$ cat config.mk
export PLATFORM = sky130hd
export DESIGN_NAME = booth4_seq_mult
export DESIGN_NICKNAME = d
export VERILOG_FILES = /design/src/rtl/booth4_pkg.sv /design/src/rtl/booth4_recode.sv /design/src/rtl/booth4_pp_gen.sv /design/src/rtl/booth4_ctrl.sv /design/src/rtl/booth4_seq_mult.sv
export SDC_FILE = /design/constraint.sdc
export NUM_CORES = 1
export LEC_CHECK = 0
export ABC_AREA = 1
export BUFFER_PORTS_ARGS = -buffer_cell sky130_fd_sc_hd__buf_2
export CAP_MARGIN = 20
export CORE_MARGIN = 5
export CORE_UTILIZATION = 55
export CTS_CLUSTER_DIAMETER = 100
export DETAILED_ROUTE_END_ITERATION = 6
export PLACE_DENSITY = 0.77
export SYNTH_ARGS = -nofsm -noshare
export SYNTH_HDL_FRONTEND = slang
export SYNTH_SLANG_ARGS = --single-unit
$ cat constraint.sdc
create_clock -name clk -period 4 [get_ports clk]
set_clock_uncertainty 0.2 [all_clocks]
set_input_delay 0.8 -clock clk [delete_from_list [all_inputs] [get_ports clk]]
set_output_delay 0.8 -clock clk [all_outputs]
set_load 0.02 [all_outputs]
$ cat src/rtl/booth4_pkg.sv
package booth4_pkg;

   typedef enum logic [1:0] {
      MAG_ZERO = 2'd0,
      MAG_ONE  = 2'd1,
      MAG_TWO  = 2'd2
   } mag_e;

   typedef struct packed {
      mag_e mag;
      logic neg;
   } digit_t;

   // Triplet order: {upper, middle, lower}; lower is the bit consumed last step.
   function automatic digit_t triplet_to_digit(input logic [2:0] trip);
      digit_t d;
      unique case (trip)
         3'b000, 3'b111: d = '{mag: MAG_ZERO, neg: 1'b0};
         3'b001, 3'b010: d = '{mag: MAG_ONE,  neg: 1'b0};
         3'b011:         d = '{mag: MAG_TWO,  neg: 1'b0};
         3'b100:         d = '{mag: MAG_TWO,  neg: 1'b1};
         default:        d = '{mag: MAG_ONE,  neg: 1'b1};
      endcase
      return d;
   endfunction

endpackage

$ cat src/rtl/booth4_recode.sv
module booth4_recode
   import booth4_pkg::*;
(
   input  logic [2:0] trip,
   output digit_t     digit
);

   always_comb digit = triplet_to_digit(trip);


   always_comb begin
      recode_zero_chk: assert (!((trip == 3'b000 || trip == 3'b111) && digit.mag != MAG_ZERO));
   end

endmodule

$ cat src/rtl/booth4_pp_gen.sv
module booth4_pp_gen
   import booth4_pkg::*;
#(
   parameter int A_W      = 8,
   parameter bit INV_FORM = 1'b1,
   localparam int PW      = A_W + 2
)(
   input  logic [A_W-1:0] a,
   input  digit_t         digit,
   output logic [PW-1:0]  pp,
   output logic           cin
);

   logic [PW-1:0] mag_val;

   always_comb begin
      unique case (digit.mag)
         MAG_ONE: mag_val = {{2{a[A_W-1]}}, a};
         MAG_TWO: mag_val = {a[A_W-1], a, 1'b0};
         default: mag_val = '0;
      endcase
   end

   generate
      if (INV_FORM) begin : g_inv
         // Negation as inverse plus carry-in, folded into the shared adder.
         assign pp  = digit.neg ? ~mag_val : mag_val;
         assign cin = digit.neg;
      end else begin : g_neg
         assign pp  = digit.neg ? (~mag_val + 1'b1) : mag_val;
         assign cin = 1'b0;
      end
   endgenerate

endmodule

$ cat src/rtl/booth4_ctrl.sv
module booth4_ctrl #(
   parameter int ITER = 4,
   localparam int CW  = $clog2(ITER + 1)
)(
   input  logic clk,
   input  logic rst_n,
   input  logic start,
   output logic load,
   output logic step,
   output logic busy_o,
   output logic done_o
);

   logic [CW-1:0] cnt;
   logic          last;

   assign load = start && !busy_o;
   assign step = busy_o;
   assign last = (cnt == CW'(ITER - 1));

   always_ff @(posedge clk or negedge rst_n) begin
      if (!rst_n) begin
         busy_o <= 1'b0;
         done_o <= 1'b0;
         cnt    <= '0;
      end else begin
         done_o <= 1'b0;
         if (load) begin
            busy_o <= 1'b1;
            cnt    <= '0;
         end else if (busy_o) begin
            if (last) begin
               busy_o <= 1'b0;
               done_o <= 1'b1;
            end
            cnt <= cnt + 1'b1;
         end
      end
   end


   launch_chk: assert property (@(posedge clk) disable iff (!rst_n)
      (start && !busy_o) |=> busy_o);

   done_pulse_chk: assert property (@(posedge clk) disable iff (!rst_n)
      done_o |=> !done_o);

   cnt_range_chk: assert property (@(posedge clk) disable iff (!rst_n)
      busy_o |-> (cnt < CW'(ITER)));

   busy_hold_chk: assert property (@(posedge clk) disable iff (!rst_n)
      (busy_o && !last) |=> busy_o);

endmodule

$ cat src/rtl/booth4_seq_mult.sv
module booth4_seq_mult
   import booth4_pkg::*;
#(
   parameter int A_W      = 8,
   parameter int B_W      = 8,
   parameter bit INV_FORM = 1'b1,
   localparam int PW      = A_W + 2,
   localparam int ITER    = B_W / 2,
   localparam int RW      = A_W + B_W
)(
   input  logic          clk,
   input  logic          rst_n,
   input  logic          start,
   input  logic [A_W-1:0] a_in,
   input  logic [B_W-1:0] b_in,
   output logic          busy,
   output logic          done,
   output logic [RW-1:0] product
);

   generate
      if ((B_W % 2) != 0 || B_W < 2 || A_W < 2) begin : g_bad_cfg
         $error("booth4_seq_mult: B_W must be even and >= 2, A_W >= 2");
      end
   endgenerate

   logic [A_W-1:0] a_q;
   logic [PW-1:0]  acc_hi;
   logic [B_W-1:0] acc_lo;
   logic           guard_q;
   logic           load, step;
   digit_t         digit;
   logic [PW-1:0]  pp;
   logic           cin;
   logic [PW-1:0]  sum;
   logic [PW-1:0]  hi_next;
   logic [B_W-1:0] lo_next;

   booth4_ctrl #(.ITER(ITER)) u_ctrl (
      .clk    (clk),
      .rst_n  (rst_n),
      .start  (start),
      .load   (load),
      .step   (step),
      .busy_o (busy),
      .done_o (done)
   );

   booth4_recode u_recode (
      .trip  ({acc_lo[1], acc_lo[0], guard_q}),
      .digit (digit)
   );

   booth4_pp_gen #(.A_W(A_W), .INV_FORM(INV_FORM)) u_pp (
      .a     (a_q),
      .digit (digit),
      .pp    (pp),
      .cin   (cin)
   );

   assign sum     = acc_hi + pp + PW'(cin);
   assign hi_next = {{2{sum[PW-1]}}, sum[PW-1:2]};

   generate
      if (B_W == 2) begin : g_lo_narrow
         assign lo_next = sum[1:0];
      end else begin : g_lo_wide
         assign lo_next = {sum[1:0], acc_lo[B_W-1:2]};
      end
   endgenerate

   always_ff @(posedge clk or negedge rst_n) begin
      if (!rst_n) begin
         a_q     <= '0;
         acc_hi  <= '0;
         acc_lo  <= '0;
         guard_q <= 1'b0;
      end else if (load) begin
         a_q     <= a_in;
         acc_hi  <= '0;
         acc_lo  <= b_in;
         guard_q <= 1'b0;
      end else if (step) begin
         acc_hi  <= hi_next;
         acc_lo  <= lo_next;
         guard_q <= acc_lo[1];
      end
   end

   assign product = {acc_hi[A_W-1:0], acc_lo};


   done_excl_chk: assert property (@(posedge clk) disable iff (!rst_n)
      !(busy && done));

   done_after_busy_chk: assert property (@(posedge clk) disable iff (!rst_n)
      done |-> $past(busy));

   product_hold_chk: assert property (@(posedge clk) disable iff (!rst_n)
      (!busy && !start) |=> $stable(product));

   guard_clear_chk: assert property (@(posedge clk) disable iff (!rst_n)
      load |=> !guard_q);

endmodule

=== Yosys cells after proc, flatten, opt, wreduce, memory -nomap -nowiden ===
Cells that the tools add are included.

* Bitwise operators: 1
* $add $sub $neg: 3
* Muxes and demuxes: 17
* Eq/ne operators: 8
* Reduce and logical (&&, ||, !) cells: 6

{| class="wikitable"
|+ Operators with widths
! operator !! number
|-
| $mux W10 || 3
|-
| $pmux W10 S2 || 1
|-
| $mux W8 || 2
|-
| $pmux W3 S4 || 1
|-
| $add A10 B1 Y10 || 1
|-
| $add A10 B10 Y10 || 1
|-
| $not A10 Y10 || 1
|-
| $eq A3 B2 Y1 const B || 3
|-
| $mux W1 || 8
|-
| $eq A3 B3 Y1 const B || 2
|-
| $mux W3 || 2
|-
| $reduce_or A2 Y1 || 2
|-
| $add A3 B1 Y3 const B || 1
|-
| $eq A3 B1 Y1 const B || 1
|-
| $logic_not A3 Y1 || 1
|-
| $eq A2 B1 Y1 const B || 1
|-
| $eq A2 B2 Y1 const B || 1
|-
| $reduce_bool A2 Y1 || 1
|-
| $logic_and A1 B1 Y1 || 1
|-
| $logic_not A1 Y1 || 1
|}

* Flip-flop bits (word level): 32
* Output and inout port bits: 18
* Word-level logic and storage cells: 42

=== Depth between registers and ports, before layout ===
* Depth after elaboration: 11
* Mapped depth: 20

=== By module ===
A second synthesis with hierarchy kept.

* Cells, all modules: 295
* Area total of the unflattened synthesis: 2112.0 um^2

{| class="wikitable"
|+ Modules (own cells, without submodules)
! module !! cells an instance !! area an instance (um^2) !! instances !! sequential area each (um^2)
|-
| booth4_seq_mult || 177 || 1432.6 || 1 || 625.6
|-
| booth4_pp_gen || 83 || 414.1 || 1 || 0.0
|-
| booth4_ctrl || 26 || 227.7 || 1 || 125.1
|-
| booth4_recode || 9 || 37.5 || 1 || 0.0
|}

=== Worst setup path after synthesis ===
OpenSTA, ideal clock, no wires.

* Path kind: flip-flop to flip-flop
* Start: reg acc_lo[0]
* End: reg acc_hi[8]
* Arrival time: 2.909 ns
* Setup slack: 0.774 ns
* Cell stages (with the launch flop): 20
* Required time: 3.683 ns
* Setup time: 0.117 ns
* Path through: dfrtp_1 inv_1 ha_1 nand2_1 o21ai_0 inv_1 ha_1 inv_1 o22ai_1 nand2_1 xor2_1 ha_1 a21oi_2 nor2_2 nor2_4 inv_1 a21oi_1 nand3_1 nand3_1 nand2_1

* Word-level cells in the longest chain between the ends: 11
* Elaborated cells on any way between the ends: 18
* Those cells by class: add/sub: 2; eq/ne: 7; mux: 5; bitwise: 1; reduce/logical: 3

{| class="wikitable"
|+ RTL lines
! element !! line !! RTL
|-
| start: declaration || booth4_seq_mult.sv:29 || <nowiki>logic [B_W-1:0] acc_lo;</nowiki>
|-
| start signal: assignment || booth4_seq_mult.sv:81 || <nowiki>acc_lo <= b_in;</nowiki>
|-
| start signal: assignment || booth4_seq_mult.sv:85 || <nowiki>acc_lo <= lo_next;</nowiki>
|-
| $eq A3 B1 Y1, or another cell as far along || booth4_pkg.sv:17 || <nowiki>unique case (trip)</nowiki>
|-
| $reduce_or A2 Y1 || booth4_pkg.sv:17 ||
|-
| $pmux W3 S4 (*) || booth4_pkg.sv:17 ||
|-
| $eq A2 B2 Y1 or $eq A2 B1 Y1 (tied branches) || booth4_pp_gen.sv:17 || <nowiki>unique case (digit.mag)</nowiki>
|-
| $pmux W10 S2 || booth4_pp_gen.sv:17 ||
|-
| $not A10 Y10 || booth4_pp_gen.sv:27 || <nowiki>assign pp = digit.neg ? ~mag_val : mag_val;</nowiki>
|-
| $mux W10 || booth4_pp_gen.sv:27 ||
|-
| $add A10 B10 Y10 || booth4_seq_mult.sv:61 || <nowiki>assign sum = acc_hi + pp + PW'(cin);</nowiki>
|-
| $add A10 B1 Y10 (*) || booth4_seq_mult.sv:61 ||
|-
| $mux W10 (*) || booth4_seq_mult.sv:83 || <nowiki>end else if (step) begin</nowiki>
|-
| $mux W10 (*) || booth4_seq_mult.sv:78 || <nowiki>end else if (load) begin</nowiki>
|-
| end signal: assignment || booth4_seq_mult.sv:84 || <nowiki>acc_hi <= hi_next;</nowiki>
|-
| end: declaration || booth4_seq_mult.sv:28 || <nowiki>logic [PW-1:0] acc_hi;</nowiki>
|}

Every way passes the cells marked *; elsewhere a longest branch is shown, timed or not. The select of a mux whose other input is x is not followed.
A chain may end at the register's enable or synchronous reset.

=== Final worst setup path ===
Ends and elaborated chain as after synthesis.

==> impl_metrics.csv <==
group,metric,value,unit
route,drc,0,
layout,final_cell_mix,"nand2_1, buf_2, inv_1, dfrtp_1",
logic_synthesis,syn_area_per_cell,8.22,um2
route,drt_iter0_markers,95,
setup_path,crit_path_end_kind,"flip-flop",
layout,finalCoreUtilization,67.4,%
die,dieWidth,69.7,um
layout,fin_cells,324,
timing,hold_violations,0,
timing,period_share,86.1,%
route,met3WireLength,191,um
route,antenna_left,0,
status,status,"finished, final reports clean",
route,num_vias,1668,
logic_synthesis,ys_ff_latch,30,
setup_path,critPathArrivalTime,3.45,ns
route,top_layer,"met4",
logic_synthesis,synth.top_cells.by_area,"dfrtp_1, nand2_1, ha_1",
route,wl_per_cell,12.2,um
layout,drive_above_1_share,22.7,%
clock_tree,cts.sink_count,30,
layout,num_antenna_cells,0,
die,core,3390,um2
die,initial_core_util,57.7,%
logic_synthesis,synth.largest_area_cell,"dfrtp_1",
timing,min_period,3.44,ns
global_route,grt_pass1_wl,6910,um
route,firstDrtPassIters,4,
die,dieArea,4850,um2
global_route,grt_pass1_vias,1599,
timing,slew_headroom,58.0,%
logic_synthesis,synth_nets,274,
setup_path,worstPathRequired,4.01,ns
die,num_rows,21,
global_route,grt_remaining_overflow,0,
clock_tree,clk_pin_slew,0.10,ns
route,met2WireLength,1830,um
clock_tree,ctsHtreeMaxLevel,2,
timing,slew_violations,0,
placed_design,portBuffers,36,
clock_tree,clk_latency,0.33,ns
setup_path,path_class,"reg -> reg",
logic_synthesis,yosysTopAreaCellShare,38.4,%
logic_synthesis,ys_types,34,
logic_synthesis,synth_warnings,0,
clock_tree,clockBufferDepth,2,
setup_path,regToRegSetupSlack,0.56,ns
die,die_h,69.7,um
layout,mostFrequentLayoutCell,"nand2_1",
placed_design,gp_congestion,0.902,
logic_synthesis,synth-seq-area-share,38.4,%
clock_tree,cts_tree,"done",
route,routed_wirelength,3960,um
timing,rsz0062_at_grt,"no",
die,ios,37,
timing,setup_viol,0,
placed_design,dp_cells,316,
global_route,grt_max_degree,31,
min_path,holdCritPathClass,"in -> async",
clock_tree,ctsResizeCount,0,
global_route,antenna_found_initial,0,
job,drv_cap,0,
timing,tightest_slew,0.630,ns
clock_tree,root_buffer,"clkbuf_4",
setup_path,path_max_fanout,6,
logic_synthesis,synthesis.area,1960,um2
clock_tree,hold_buffers,0,
setup_path,start_kind,"flip-flop",
timing,tns,0,ns
placed_design,dp.final_hpwl,3130,um
timing,max_freq,290,MHz
layout,area_growth_syn_to_layout,16.7,%
logic_synthesis,synthCells,238,
route,via_per_inst,5.15,
global_route,grtUsageTotal,17.4,%
clock_tree,cts_setup_buffers,0,
route,wl_met1,1870,um
layout,final_net_count,313,
clock_tree,numCtsBuffers,5,
-- kinds of logic (layout without fill, tap and decap cells) --
group	Yosys count	count (layout)	share of synthesized area, %
AO/OA/AOI/OAI	48	48	15.7
adder cells (fa/ha/maj)	17	17	11.3
AND/OR/NAND/NOR	94	94	22.6
flip-flops	30	30	38.4
XOR/XNOR	8	8	3.58
buffers and inverters	41	81	8.57
-- cells in the mapped netlist, drive strengths merged --
master / instances
nand2: 70
inv: 36
dfrtp: 30
o21ai: 19
ha: 16
nand3: 12
nor2: 10
a21oi: 9
xor2: 8
o22ai: 7
o221ai: 5
clkbuf: 3
buf: 2
o211ai: 2
a21o: 1
a221o: 1
a22o: 1
a31oi: 1
a32oi: 1
fa: 1
nand4: 1
nor3: 1
o21bai: 1
-- per-layer routing --
layer	GRT usage (%)	vias up
met4	6.38	0
met1	22.1	755
met3	4.06	9
met2	28.9	45
li1	-	859
met5	0	-
-- stage by stage --
stage | hold WS (ns) | setup slack [ns] | cell area (um2)
global route | 0.328 | 0.273 | 2280
CTS | 0.301 | 0.548 | 2280
floorplan | 0.253 | 0.774 | 1960
finish | 0.276 | 0.555 | 2280
global placement | 0.273 | 0.753 | 2170
detailed placement | 0.296 | 0.630 | 2170
-- layout make-up --
class,instances,area (um2)
Clock buffer,6,51.3
Clock inverter,2,60.1
Fill cell,292,1110
Inverter,36,138
Multi-Input combinational cell,167,1040
Sequential cell,30,751
Tap cell,46,57.6
Timing Repair Buffer,37,188
-- critical path: stages, from the launching register on --
cell,delay [ns]
dfrtp_1,0.40
inv_1,0.09
ha_1,0.23
nand2_1,0.10
o21ai_0,0.14
inv_1,0.08
ha_1,0.33
inv_1,0.15
o22ai_1,0.16
nand2_1,0.08
xor2_1,0.15
ha_1,0.35
a21oi_2,0.23
nor2_2,0.07
nor2_4,0.09
inv_1,0.04
a21oi_1,0.18
nand3_1,0.11
nand3_1,0.09
nand2_1,0.06
-- flip-flops by register name, summed over array words and instances (netlist names) --
signal and flops:
a_q 8, u_ctrl.done_o 1, u_ctrl.busy_o 1, u_ctrl.cnt 3, acc_hi 8, acc_lo 8
guard_q 1
-- final timing paths --
path / from / endpoint / cells past startpoint
min in group clk: u_ctrl.cnt[1]$_DFFE_PN0P_ / u_ctrl.cnt[1]$_DFFE_PN0P_ / 1
hold / removal: rst_n / acc_lo[3]$_DFFE_PN0P_ / 1
setup / recovery: acc_lo[0]$_DFFE_PN0P_ / acc_hi[8]$_DFFE_PN0P_ / 19
setup reg to reg: acc_lo[0]$_DFFE_PN0P_ / acc_hi[8]$_DFFE_PN0P_ / 19
max in group asynchronous: rst_n / u_ctrl.busy_o$_DFF_PN0_ / 1
hold reg to reg: u_ctrl.cnt[1]$_DFFE_PN0P_ / u_ctrl.cnt[1]$_DFFE_PN0P_ / 1
Power is not shown: default switching activity piles up to over one toggle a cycle in this logic, so the estimate is an artifact.
